<file path="src/rtl/opsh_pkg.sv">
package opsh_pkg;

   typedef enum logic [1:0] {
      SK_LSL = 2'd0,
      SK_LSR = 2'd1,
      SK_ASR = 2'd2,
      SK_ROR = 2'd3
   } shift_kind_e;

endpackage

</file>
<file path="src/rtl/opsh_core.sv">
module opsh_core
   import opsh_pkg::*;
#(
   parameter int DATA_W = 32,
   parameter int AMT_W  = 8
) (
   input  logic [DATA_W-1:0] val,
   input  shift_kind_e       kind,
   input  logic [AMT_W-1:0]  amt,
   input  logic              from_reg,
   input  logic              cin,
   output logic [DATA_W-1:0] res,
   output logic              cout
);

   localparam int SH_W = $clog2(DATA_W);
   localparam logic [AMT_W-1:0] FULL_AMT = AMT_W'(DATA_W);

   initial begin
      cfg_amt_width_chk : assert (AMT_W > SH_W)
         else $fatal(1, "AMT_W must exceed log2(DATA_W)");
      cfg_pow2_chk : assert ((1 << SH_W) == DATA_W)
         else $fatal(1, "DATA_W must be a power of two");
   end

   logic [AMT_W-1:0]         n_eff;
   logic [SH_W-1:0]          k;
   logic                     n_zero;
   logic                     n_full;
   logic                     n_over;
   logic [DATA_W:0]          lsl_w;
   logic [DATA_W:0]          lsr_w;
   logic signed [DATA_W:0]   asr_src;
   logic signed [DATA_W:0]   asr_w;
   logic [2*DATA_W-1:0]      rot_w;

   // encoded amounts carry only log2(DATA_W) bits; register amounts use all
   always_comb begin
      n_eff  = from_reg ? amt : AMT_W'(amt[SH_W-1:0]);
      k      = n_eff[SH_W-1:0];
      n_zero = (n_eff == '0);
      n_full = (n_eff == FULL_AMT);
      n_over = (n_eff >= FULL_AMT);
   end

   // one extra bit on the shifted side catches the last bit pushed out
   always_comb begin
      lsl_w   = {1'b0, val} << k;
      lsr_w   = {val, 1'b0} >> k;
      asr_src = {val, 1'b0};
      asr_w   = asr_src >>> k;
      rot_w   = {val, val} >> k;
   end

   always_comb begin
      res  = val;
      cout = cin;
      unique case (kind)
         SK_LSL: begin
            if (n_zero) begin
               res  = val;
               cout = cin;
            end else if (n_over) begin
               res  = '0;
               cout = n_full ? val[0] : 1'b0;
            end else begin
               res  = lsl_w[DATA_W-1:0];
               cout = lsl_w[DATA_W];
            end
         end
         SK_LSR: begin
            if (n_zero) begin
               res  = val;
               cout = val[DATA_W-1];
            end else if (n_over) begin
               res  = '0;
               cout = n_full ? val[DATA_W-1] : 1'b0;
            end else begin
               res  = lsr_w[DATA_W:1];
               cout = lsr_w[0];
            end
         end
         SK_ASR: begin
            if (n_zero) begin
               res  = val;
               cout = cin;
            end else if (n_over) begin
               res  = {DATA_W{val[DATA_W-1]}};
               cout = val[DATA_W-1];
            end else begin
               res  = asr_w[DATA_W:1];
               cout = asr_w[0];
            end
         end
         SK_ROR: begin
            if (n_zero) begin
               if (from_reg) begin
                  res  = val;
                  cout = cin;
               end else begin
                  res  = {cin, val[DATA_W-1:1]};
                  cout = val[0];
               end
            end else begin
               res  = rot_w[DATA_W-1:0];
               cout = rot_w[DATA_W-1];
            end
         end
         default: begin
            res  = val;
            cout = cin;
         end
      endcase
   end

endmodule

</file>
<file path="src/rtl/opsh_imm_expand.sv">
module opsh_imm_expand #(
   parameter int DATA_W = 32,
   parameter int IMM_W  = 8,
   parameter int ROT_W  = 4
) (
   input  logic [IMM_W-1:0]  imm_byte,
   input  logic [ROT_W-1:0]  rot_fld,
   output logic [DATA_W-1:0] value
);

   localparam int SH_W  = $clog2(DATA_W);
   localparam int DBL_W = 2 * DATA_W;

   initial begin
      cfg_imm_fit_chk : assert (IMM_W <= DATA_W)
         else $fatal(1, "IMM_W must not exceed DATA_W");
      cfg_rot_fit_chk : assert (ROT_W + 1 <= SH_W)
         else $fatal(1, "twice the rotate field must stay below DATA_W");
   end

   logic [DATA_W-1:0] ext;
   logic [DBL_W-1:0]  dbl;
   logic [SH_W-1:0]   rot_amt;

   assign ext     = DATA_W'(imm_byte);
   assign dbl     = {ext, ext};
   assign rot_amt = SH_W'({rot_fld, 1'b0});

   // each output bit picks its source from the doubled word
   for (genvar i = 0; i < DATA_W; i++) begin : g_bit
      logic [SH_W:0] src_idx;
      assign src_idx  = (SH_W+1)'(i) + (SH_W+1)'(rot_amt);
      assign value[i] = dbl[src_idx];
   end

endmodule

</file>
<file path="src/rtl/opsh_out_reg.sv">
module opsh_out_reg #(
   parameter int DATA_W = 32
) (
   input  logic              clk,
   input  logic              rst_n,
   input  logic              d_valid,
   input  logic [DATA_W-1:0] d_res,
   input  logic              d_carry,
   output logic              q_valid,
   output logic [DATA_W-1:0] q_res,
   output logic              q_carry
);

   always_ff @(posedge clk or negedge rst_n) begin
      if (!rst_n) begin
         q_valid <= 1'b0;
         q_res   <= '0;
         q_carry <= 1'b0;
      end else begin
         q_valid <= d_valid;
         if (d_valid) begin
            q_res   <= d_res;
            q_carry <= d_carry;
         end
      end
   end


   strobe_follow_chk : assert property (@(posedge clk) disable iff (!rst_n)
      d_valid |=> q_valid);


   idle_hold_chk : assert property (@(posedge clk) disable iff (!rst_n)
      !d_valid |=> (!q_valid && $stable(q_res) && $stable(q_carry)));

endmodule

</file>
<file path="src/rtl/opsh_unit.sv">
module opsh_unit
   import opsh_pkg::*;
#(
   parameter int DATA_W = 32,
   parameter int AMT_W  = 8,
   parameter int IMM_W  = 8,
   parameter int ROT_W  = 4
) (
   input  logic              clk,
   input  logic              rst_n,
   input  logic              in_valid,
   input  logic              imm_mode,
   input  logic [DATA_W-1:0] src_val,
   input  logic [1:0]        shift_kind,
   input  logic [AMT_W-1:0]  shift_amt,
   input  logic              amt_from_reg,
   input  logic              carry_in,
   input  logic [IMM_W-1:0]  imm_byte,
   input  logic [ROT_W-1:0]  imm_rot,
   output logic              out_valid,
   output logic [DATA_W-1:0] result,
   output logic              carry_out
);

   logic [DATA_W-1:0] sh_res;
   logic              sh_carry;
   logic [DATA_W-1:0] imm_val;
   logic [DATA_W-1:0] sel_res;
   logic              sel_carry;

   opsh_core #(
      .DATA_W (DATA_W),
      .AMT_W  (AMT_W)
   ) u_core (
      .val      (src_val),
      .kind     (shift_kind_e'(shift_kind)),
      .amt      (shift_amt),
      .from_reg (amt_from_reg),
      .cin      (carry_in),
      .res      (sh_res),
      .cout     (sh_carry)
   );

   opsh_imm_expand #(
      .DATA_W (DATA_W),
      .IMM_W  (IMM_W),
      .ROT_W  (ROT_W)
   ) u_imm (
      .imm_byte (imm_byte),
      .rot_fld  (imm_rot),
      .value    (imm_val)
   );

   always_comb begin
      sel_res   = imm_mode ? imm_val : sh_res;
      sel_carry = imm_mode ? carry_in : sh_carry;
   end

   opsh_out_reg #(
      .DATA_W (DATA_W)
   ) u_oreg (
      .clk     (clk),
      .rst_n   (rst_n),
      .d_valid (in_valid),
      .d_res   (sel_res),
      .d_carry (sel_carry),
      .q_valid (out_valid),
      .q_res   (result),
      .q_carry (carry_out)
   );


   lsl_zero_pass_chk : assert property (@(posedge clk) disable iff (!rst_n)
      (in_valid && !imm_mode && shift_kind == 2'd0 && shift_amt == '0)
      |=> (result == $past(src_val) && carry_out == $past(carry_in)));


   ror_through_carry_chk : assert property (@(posedge clk) disable iff (!rst_n)
      (in_valid && !imm_mode && shift_kind == 2'd3 && !amt_from_reg && shift_amt == '0)
      |=> (result == {$past(carry_in), $past(src_val[DATA_W-1:1])}
           && carry_out == $past(src_val[0])));


   logical_flush_chk : assert property (@(posedge clk) disable iff (!rst_n)
      (in_valid && !imm_mode && !shift_kind[1] && amt_from_reg
       && shift_amt > AMT_W'(DATA_W))
      |=> (result == '0 && !carry_out));


   asr_sign_fill_chk : assert property (@(posedge clk) disable iff (!rst_n)
      (in_valid && !imm_mode && shift_kind == 2'd2 && amt_from_reg
       && shift_amt >= AMT_W'(DATA_W))
      |=> (result == {DATA_W{$past(src_val[DATA_W-1])}}
           && carry_out == $past(src_val[DATA_W-1])));


   imm_plain_byte_chk : assert property (@(posedge clk) disable iff (!rst_n)
      (in_valid && imm_mode && imm_rot == '0)
      |=> (result == DATA_W'($past(imm_byte)) && carry_out == $past(carry_in)));

endmodule

</file>
<file path="config.mk">
export PLATFORM = sky130hd
export DESIGN_NAME = opsh_unit
export DESIGN_NICKNAME = d
export VERILOG_FILES = /design/src/rtl/opsh_pkg.sv /design/src/rtl/opsh_core.sv /design/src/rtl/opsh_imm_expand.sv /design/src/rtl/opsh_out_reg.sv /design/src/rtl/opsh_unit.sv
export SDC_FILE = /design/constraint.sdc
export NUM_CORES = 1
export LEC_CHECK = 0
export BUFFER_PORTS_ARGS = -buffer_cell sky130_fd_sc_hd__buf_4
export CORE_MARGIN = 2
export CORE_UTILIZATION = 63
export CTS_CLUSTER_SIZE = 16
export DETAILED_ROUTE_END_ITERATION = 6
export PLACE_DENSITY = 0.86
export SYNTH_ARGS = -nofsm -noshare
export SYNTH_HDL_FRONTEND = slang
export SYNTH_SLANG_ARGS = --single-unit
</file>
<file path="constraint.sdc">
create_clock -name clk -period 1.45 [get_ports clk]
set_input_delay 0.435 -clock clk [delete_from_list [all_inputs] [get_ports clk]]
set_output_delay 0.435 -clock clk [all_outputs]
set_load 0.05 [all_outputs]
</file>
==> results of run 1 <==
-- cells in the mapped netlist, types with 21 or more instances --
master     n
a21oi_1   70
nand2_1   97
mux2_2    65
nand3_1   36
o21ai_0   74
nor2_1    90
a221oi_1  22
a31oi_1   26
nor3_1    21
dfrtp_1   34
buf_2     42
mux4_2    90
clkbuf_1  72
mux2i_1   78
-- cells by family after synthesis --
group	count (synthesis)
simple gates	331
buf+inv	169
compound gates	403
fa+ha+maj	8
xor+xnor	7
mux	234
flops	34
-- through the flow --
| step | setup TNS (ps) | std cells | utilization [%] | cell area, um^2 | hold slack (ps) |
|---|---|---|---|---|---|
| 3_5_place_dp | -48570 | 1785 | 90.3 | 13800 | 415 |
| 2_1_floorplan | -26100 | 1186 | - | 10200 | 139 |
| 3_3_place_gp | -44750 | 1785 | 90.3 | 13800 | 410 |
==> key figures, run 1 <==
Clock network
  – CTS resizes: 311
  – CTS buffer count: 5
  – # hold bufs at CTS: 0
  – H-tree Lvls: 2
  – Clock Sinks: 34
  – Clk root buf: clkbuf_16
  – CTS Buffer Depth: 2
  – Postcts setup bufs: between 50 and 60

Synth
  – Yosys reg bits: 34
  – Post-synthesis net count: 1254
  – Synth area leader: mux4_2
  – Fraction of registers with async set/reset: 100%
  – Synth Warn #: 0
  – Cells after Synth: approximately 1200
  – Largest family of logic cells by synthesized area: multiplexers
  – Syn Area/Cell: 8.33 um^2
  – Share of the synthesized area in the top cell type: around a fifth
  – Register area share after synthesis: 8.62%
  – Most used DFF post-synth: dfrtp_1
  – Synth Area in Adders: under 10%
  – Xor-xnor portion of the synthesized cell area: less than 1%
  – Post-synthesis simple-gate area fraction: 16.4%
  – Post-synth EDFFs: 0
  – Multiplexer share of the synthesized area: 36.0%
  – Top post-synthesis cells by area: mux4_2, dfrtp_1, mux2i_1
  – Compound-Gate Fraction of Synth Area: 28.9%
  – Library cells used by synthesis: 84
  – Post-Syn Area: 9870 um^2

Die
  – Die Wd: 129 um
  – Row count: 45
  – Initial Util: 64.7%
  – Die Ht: 129 um
  – Top Ports: 94

Placement
  – PortBufs: 93
  – Detailed placement HPWL: just under 50000 um
  – RePlAce Congestion: 1.46
  – Post-Place Worst Slack: -1650 ps

Run status
  – Error: [ERROR DPL-0038] Utilization greater than 100%, impossible to legalize
  – Halt Stage: clock tree synthesis
  – Status: stopped before the end
==> run 2, diff against run 1 <==
--- a/config.mk
+++ b/config.mk
@@ -7,10 +7,9 @@
 export LEC_CHECK = 0
 export BUFFER_PORTS_ARGS = -buffer_cell sky130_fd_sc_hd__buf_4
 export CORE_MARGIN = 2
-export CORE_UTILIZATION = 63
-export CTS_CLUSTER_SIZE = 16
+export CORE_UTILIZATION = 40
 export DETAILED_ROUTE_END_ITERATION = 6
-export PLACE_DENSITY = 0.86
+export PLACE_DENSITY_LB_ADDON = 0.15
 export SYNTH_ARGS = -nofsm -noshare
 export SYNTH_HDL_FRONTEND = slang
 export SYNTH_SLANG_ARGS = --single-unit
==> run 2 against run 1 <==
The flow now finishes, with violations (negative setup slack). Area after synthesis is the same. Synthesized cell count did not move.
==> key figures, run 2 <==
Run status
  – Status: finished, violations left
  – Violated checks: negative setup slack

Synth
  – Top cells by count, synth: nand2_1, mux4_2, nor2_1
  – Post-Syn Area: 9870 um^2 (unchanged)
  – Cells after Synth: 1186 (unchanged)
  – Yosys reg bits: 34 (unchanged)
  – Syn Area/Cell: 8.33 um^2 (unchanged)
  – Synth area leader: mux4_2
  – Fraction of registers with async set/reset: 100% (unchanged)
  – Synth Warn #: 0 (unchanged)
  – Share of the synthesized area in the top cell type: 20.5% (unchanged)
  – Library cells used by synthesis: 84 (unchanged)
  – Post-synth EDFFs: 0 (unchanged)
  – Top post-synthesis cells by area: mux4_2, dfrtp_1, mux2i_1
  – Top-count cell post-synth: nand2_1
  – Register area share after synthesis: 8.62% (unchanged)
  – Post-synthesis net count: 1254 (unchanged)
  – Most used DFF post-synth: dfrtp_1

Detailed routing
  – DRT Wirelength: ~67000 um
  – Antenna Nets Post-Route: 0
  – Starting DRT DRC Count: 2314
  – Vias: 14400
  – Via-to-Cell Ratio: approximately 7.1
  – DR pass1 iterations: 6
  – DRC errors left: 0
  – Wire per inst: 32.9 um

Layout
  – Number of nets in the layout: ~1800
  – Largest register by flop count: u_oreg.q_res
  – Layout cell share with drive strength beyond 1: roughly 57%
  – Final design area excluding fillers: 16400 um^2
  – Commonest non-fill, non-tap cell in the layout: buf_4
  – ANT cells: 0
  – P&R area growth vs syn: 66.4%
  – Commonest non-fill, non-tap cells in the layout: buf_4, mux4_2, nand2_1, nor2_1, mux2i_1
  – Leading registers by flop count: u_oreg.q_res x32, u_oreg.q_carry x1, u_oreg.q_valid x1
  – Number of flip-flops in the largest register: 32
  – Final core utilization: 67.8%
  – Fillers: 2050

Clock network
  – H-tree Lvls: 2 (unchanged)
  – Clk root buf: clkbuf_16
  – Skew-Pair Late Insertion Delay: ~290 ps
  – Clock Sinks: 34 (unchanged)
  – CTS buffer count: 5 (unchanged)
  – Clock transition at path regs: 70 ps
  – CTS Buffer Depth: 2 (unchanged)
  – CTS tree: done
  – # hold bufs at CTS: 0 (unchanged)

STA
  – Hold Slack: 118 ps
  – Final Hold Fails: 0
  – Final setup fails: 33
  – Final period util: 162%
  – Fmax: 425 MHz
  – Pins over their slew limit: 0
  – RSZ-0062 raised after global routing: yes
  – Slew headroom: 58.1%
  – Worst-margin pin slew: around 630 ps
  – Final min period: about 2400 ps
  – Final Skew: 0 ps
  – Final setup margin: -903 ps

Die
  – Die Ht: 161 um (+25%)
  – Top Ports: 94 (unchanged)
  – Die ar.: 26000 um^2
  – Die Wd: 161 um (+25%)
  – Row count: 57 (+27%)
  – Core Area: roughly 24000 um^2
  – Initial Util: 40.7% (-24 points)

Critical path
  – CP max stage cell: or4_4
  – Worst path buffer plus inverter count: 6
  – Data arrival time of the worst path: 2530 ps
  – Worst path max stage delay: roughly 630 ps
  – Critical Path Source: shift_amt[1]
  – CP cell instances: buf_6, or4_4, buf_6, nor3_4, buf_6, buf_12, buf_12, buf_6, nor3_4, o21ai_1, o221ai_1, a211o_1
  – Worst-path fanout max: 7
  – Critical path endpoint category: flop
  – R2R Setup Slk: 140 ps
  – R2R cell count: 4
  – Reg2reg start: u_oreg.q_res[12]
  – Top cell by count, worst path: buf_6
  – FF-to-FF End: u_oreg.q_res[12]
  – Worst path depth: 12
  – Critical path class: in -> reg
  – Critical path launch point type: primary input
  – Crit path to: u_oreg.q_res[2]
  – Crit path max-delay family: buffers and inverters
  – CP Data Required Time: 1630 ps

Pwr
  – Leak pwr: 7.06 nW
  – PwrDens: 572 nW/um^2
  – Combinational power share: 74.9%
  – Net Sw Power: 4.51 mW
  – P_int: 4.88 mW
  – Clock power share: 12.5%
  – Power Total: roughly 9.4 mW
  – Power share of the sequential group: 12.5%
  – Net Sw Frac: 48.0%
  – VDD IR-drop max: approximately 0.53 mV

Global routing
  – Vias in the first global route: 13800
  – Initial antenna violation count: 1
  – First-pass GRT wire length: 93900 um
  – GR Util All Layers: 49.4%
  – Total gr overflow: 0
  – Maximum number of pins on one net before global-route repair: 35

Placement
  – RePlAce Congestion: 1.11 (-24%)
  – PortBufs: 93 (unchanged)
  – Detailed placement HPWL: 51700 um (+5.9%)
  – Placed instance area: 14600 um^2 (+6.2%)

Hold path
  – Worst min path class: in -> async

Flow run
  – Max_cap viols: 0
==> run 2: cell counts after synthesis <==
No cell type changed its count.
==> run 2: stage by stage <==
stage          TNS, ps  std cells  setup slack [ps]
3_3_place_gp    -45430       1976             -1560
2_1_floorplan   -26100       1186              -870
6_report        -26760       2025              -903
3_5_place_dp    -45890       1976             -1490
4_1_cts         -26890       2006              -934
5_1_grt         -27640       2025              -960
==> run 2: final cells by class <==
class	count	area, um^2	share of cell area, %
Clock inverter	2	12.5	0.0762
Tap cell	324	405	2.47
Timing Repair Buffer	653	5680	34.6
Multi-Input combinational cell	983	9240	56.2
Sequential cell	34	852	5.19
Clock buffer	6	139	0.845
Inverter	23	103	0.624
==> run 2: how the worst min path moves through the flow <==
| stage | startpoint | to | slack [ps] | depth (start not counted) |
|---|---|---|---|---|
| finish | rst_n | u_oreg.q_res[7] | 120 | 1 |
| global route | rst_n | u_oreg.q_res[7] | 160 | 1 |
| CTS | rst_n | u_oreg.q_res[23] | 130 | 1 |
| detailed placement | rst_n | u_oreg.q_res[11] | 440 | 1 |
| global placement | rst_n | u_oreg.q_res[15] | 430 | 1 |
| floorplan | rst_n | u_oreg.q_carry | 140 | 0 |
==> run 2: cells by family (layout without fill, tap and decap cells) <==
kind of cell / count (synthesis) / after routing / synth area share, %
compound gates: 403 / 403 / 28.9
buf+inv: 169 / 684 / 8.40
flops: 34 / 34 / 8.62
simple gates: 331 / 331 / 16.4
xor+xnor: 7 / 7 / 0.621
mux: 234 / 234 / 36.0
fa+ha+maj: 8 / 8 / 1.01
==> run 2: routing by layer <==
| metal | global-route usage [%] | vias to the layer above | routed length (um) |
|---|---|---|---|
| met2 | 74.7 | 1349 | 27600 |
| met4 | 26.9 | 2 | 5450 |
| met1 | 64.7 | 6916 | 24100 |
| met5 | 0 | - | 26 |
| met3 | 12.6 | 358 | 9290 |
| li1 | - | 5748 | - |
==> run 2: power groups by stage <==
stage	sequential [mW]	clock (mW)	combinational, mW
final	1.18	1.18	7.04
after global routing	1.18	1.21	7.19
after CTS	1.17	1.17	6.41
after detailed placement	1.18	0	6.05
after global placement	1.18	0	6.02
after floorplan	1.59	0	2.68
==> run 2: worst reg2reg max path: cells and delay by family, from the launching register on <==
kind	cells	cell delay (ps)
AOI/OAI and AO/OA	3	650
DFF	1	390
and+or+nand+nor	1	140
==> run 2: timing repair <==
action / CTS / global route
setup buffers: 22 / 16
gates cloned: 4 / 6
gates resized for setup: 148 / 110
endpoints found under the setup margin: 34 / 34
pin swaps: 43 / 60
Power figures use the tool's default switching activity.
==> run 3, diff against run 2 <==
--- a/config.mk
+++ b/config.mk
@@ -7,7 +7,7 @@
 export LEC_CHECK = 0
 export BUFFER_PORTS_ARGS = -buffer_cell sky130_fd_sc_hd__buf_4
 export CORE_MARGIN = 2
-export CORE_UTILIZATION = 40
+export CORE_UTILIZATION = 50
 export DETAILED_ROUTE_END_ITERATION = 6
 export PLACE_DENSITY_LB_ADDON = 0.15
 export SYNTH_ARGS = -nofsm -noshare
==> constraint.sdc (replaced) <==
create_clock -name clk -period 2.9 [get_ports clk]
set_input_delay 0.87 -clock clk [delete_from_list [all_inputs] [get_ports clk]]
set_output_delay 0.87 -clock clk [all_outputs]
set_load 0.05 [all_outputs]
==> run 3 against run 2 <==
The flow still finishes with violations (negative setup slack). Final cell count down 11%. Largest power group unchanged. Non-clock buffer count down 166. Via count is 1.7% lower. Combinational power is 55% lower. Count of clock-buffer cells in the layout is 1 lower. Clock skew unchanged. Die area is 20% lower. Worst setup slack improved by 750 ps. Sequential share of layout area up 1.0 points. Critical path depth down 1. Critical path type unchanged. Global-route usage rose by 8.9 points.
==> key figures, run 3 (synthesized netlist as in run 2, its figures left out) <==
Detailed routing
  – Antenna Nets Post-Route: 0 (unchanged)
  – Starting DRT DRC Count: 2717 (+17%)
  – Via-to-Cell Ratio: 7.85 (+11%)
  – Vias: 14100 (-1.7%)
  – DRC errors left: 0 (unchanged)
  – DRT Wirelength: 62600 um (-5.8%)
  – DR pass1 iterations: 7 (+1)
  – Wire per inst: 34.8 um (+5.9%)

Flow run
  – Max_cap viols: 0 (unchanged)

Die
  – Row count: 51 (-11%)
  – Die ar.: 20900 um^2 (-20%)
  – Die Wd: 145 um (-10%)
  – Initial Util: 50.9% (+10 points)
  – Top Ports: 94 (unchanged)
  – Die Ht: 145 um (-10%)
  – Core Area: 19400 um^2 (-20%)

STA
  – Final Skew: 0 ps (unchanged)
  – Worst-margin pin slew: 820 ps (+192 ps)
  – Final Hold Fails: 0 (unchanged)
  – Final period util: 105%
  – RSZ-0062 raised after global routing: yes
  – Final setup margin: -156 ps (+747 ps)
  – Setup TNS: -695 ps (+26070 ps)
  – Fmax: around 330 MHz
  – Pins over their slew limit: 0 (unchanged)
  – Slew headroom: 44.9% (-13 points)
  – Final min period: 3060 ps
  – Final setup fails: 10 (-70%)

Layout
  – Largest register by flop count: u_oreg.q_res
  – Commonest non-fill, non-tap cells in the layout: buf_4, nand2_1, mux4_2, nor2_1, mux2i_1
  – Leading registers by flop count: u_oreg.q_res x32, u_oreg.q_carry x1, u_oreg.q_valid x1
  – Number of nets in the layout: 1602 (-9.4%)
  – Number of flip-flops in the largest register: 32 (unchanged)
  – P&R area growth vs syn: 39.1%
  – Layout cell share with drive strength beyond 1: 46.4% (-11 points)
  – Final design area excluding fillers: 13700 um^2 (-16%)
  – Fillers: 1473 (-28%)
  – Final non-filler cell total: 1800 (-11%)
  – Commonest non-fill, non-tap cell in the layout: buf_4

Critical path
  – Critical path endpoint category: flop
  – Worst-path fanout max: 15 (+8)
  – Data arrival time of the worst path: 3210 ps (+680 ps)
  – Critical path class: in -> reg
  – Reg2reg start: u_oreg.q_res[12]
  – Critical path launch point type: primary input
  – CP Data Required Time: 3050 ps (+1420 ps)
  – Critical Path Source: shift_amt[0]

Clock network
  – CTS Buffer Depth: 2 (unchanged)
  – H-tree Lvls: 2 (unchanged)
  – Clk root buf: clkbuf_16
  – Skew-Pair Late Insertion Delay: 290 ps (about the same)
  – CTS tree: done
  – Clock Sinks: 34 (unchanged)
  – Clock transition at path regs: 60 ps (about the same)
  – CTS buffer count: 5 (unchanged)

Pwr
  – PwrDens: 310 nW/um^2 (-46%)
  – Power Total: 4.26 mW (-55%)
  – VDD IR-drop max: 0.203 mV (-62%)
  – Leak pwr: 5.84 nW (-17%)

Global routing
  – Vias in the first global route: 13300 (-3.6%)
  – Total gr overflow: 0 (unchanged)
  – GR Util All Layers: 58.2% (+8.9 points)
  – Maximum number of pins on one net before global-route repair: 35 (unchanged)
  – Initial antenna violation count: 6 (+5)
  – First-pass GRT wire length: 88000 um (-6.3%)

Run status
  – Status: finished, violations left
  – Violated checks: negative setup slack

Placement
  – PortBufs: 93 (unchanged)
  – Detailed placement HPWL: 47100 um (-9.0%)
  – RePlAce Congestion: 1.17 (+5.0%)
  – Placed instance area: 13300 um^2 (-9.4%)
  – Placed insts: 1787 (-9.6%)
  – Post-Place Worst Slack: -537 ps (+950 ps)

Hold path
  – Worst min path class: reg -> reg
  – Worst min-delay path startpoint: u_oreg.q_res[1]
==> run 3: cell count changes in the layout (fill, tap and decap cells not counted), sizes merged <==
cell      previous run  this run
clkinvlp             2         0
buf                647       486
diode                0         1
clkbuf              11         5
inv                 21        23
==> run 3: power by group <==
| group | total [mW] | internal (mW) | switching (mW) | leakage (nW) |
|---|---|---|---|---|
| logic | 3.14 | 1.28 | 1.85 | 5.34 |
| registers | 0.581 | 0.536 | 0.0451 | 0.427 |
| clock network | 0.540 | 0.311 | 0.229 | 0.0694 |
==> run 3: layout make-up <==
type	count	area [um^2]	share of cell area (%)
multi-input combinational	983	8410	61.3
timing repair buffer	487	3910	28.5
sequential	34	851	6.20
tap	265	332	2.41
clock buffer	5	125	0.911
inverter	23	86.3	0.629
clock inverter	2	10.0	0.0729
antenna	1	2.50	0.0182
==> run 3: what timing repair did <==
item / in CTS / in global routing
cloned: 1 / 0
endpoints found under the setup margin: 16 / 27
resized for setup: 15 / 50
hold buffers: 0 / 0
setup buffers: 0 / 4
pin swaps: 2 / 7
==> run 3: critical path, cell delays in order <==
cell and delay (ps):
buf_16 140, buf_12 160, buf_4 150, mux4_2 610, mux2i_4 250, buf_6 180, a221oi_1 100, buf_4 180
a21oi_2 210, a211o_1 240, a31oi_1 110
==> run 3: layer usage <==
metal / wire length [um] / part of all wire, % / track usage (%)
met3: 11100 / 18 / 27.5
met5: 98 / 0.16 / 4.51
met1: 20400 / 33 / 69.5
met2: 24200 / 39 / 82.2
met4: 6840 / 11 / 39.7
==> run 3: through the flow <==
step	hold WS (ps)	utilization (%)
finish	508	70.8
floorplan	574	-
global route	561	70.8
CTS	506	69.6
global placement	482	68.4
detailed placement	494	68.4
==> run 3: final timing paths <==
kind / to / slack, ps / cells past startpoint
hold reg to reg: u_oreg.q_res[1] / 510 / 2
setup reg to reg: u_oreg.q_res[12] / 1570 / 4
hold / removal: u_oreg.q_res[1] / 510 / 2
min in group asynchronous: u_oreg.q_res[3] / 550 / 1
setup / recovery: u_oreg.q_res[7] / -160 / 11
max in group asynchronous: u_oreg.q_valid / 2000 / 1
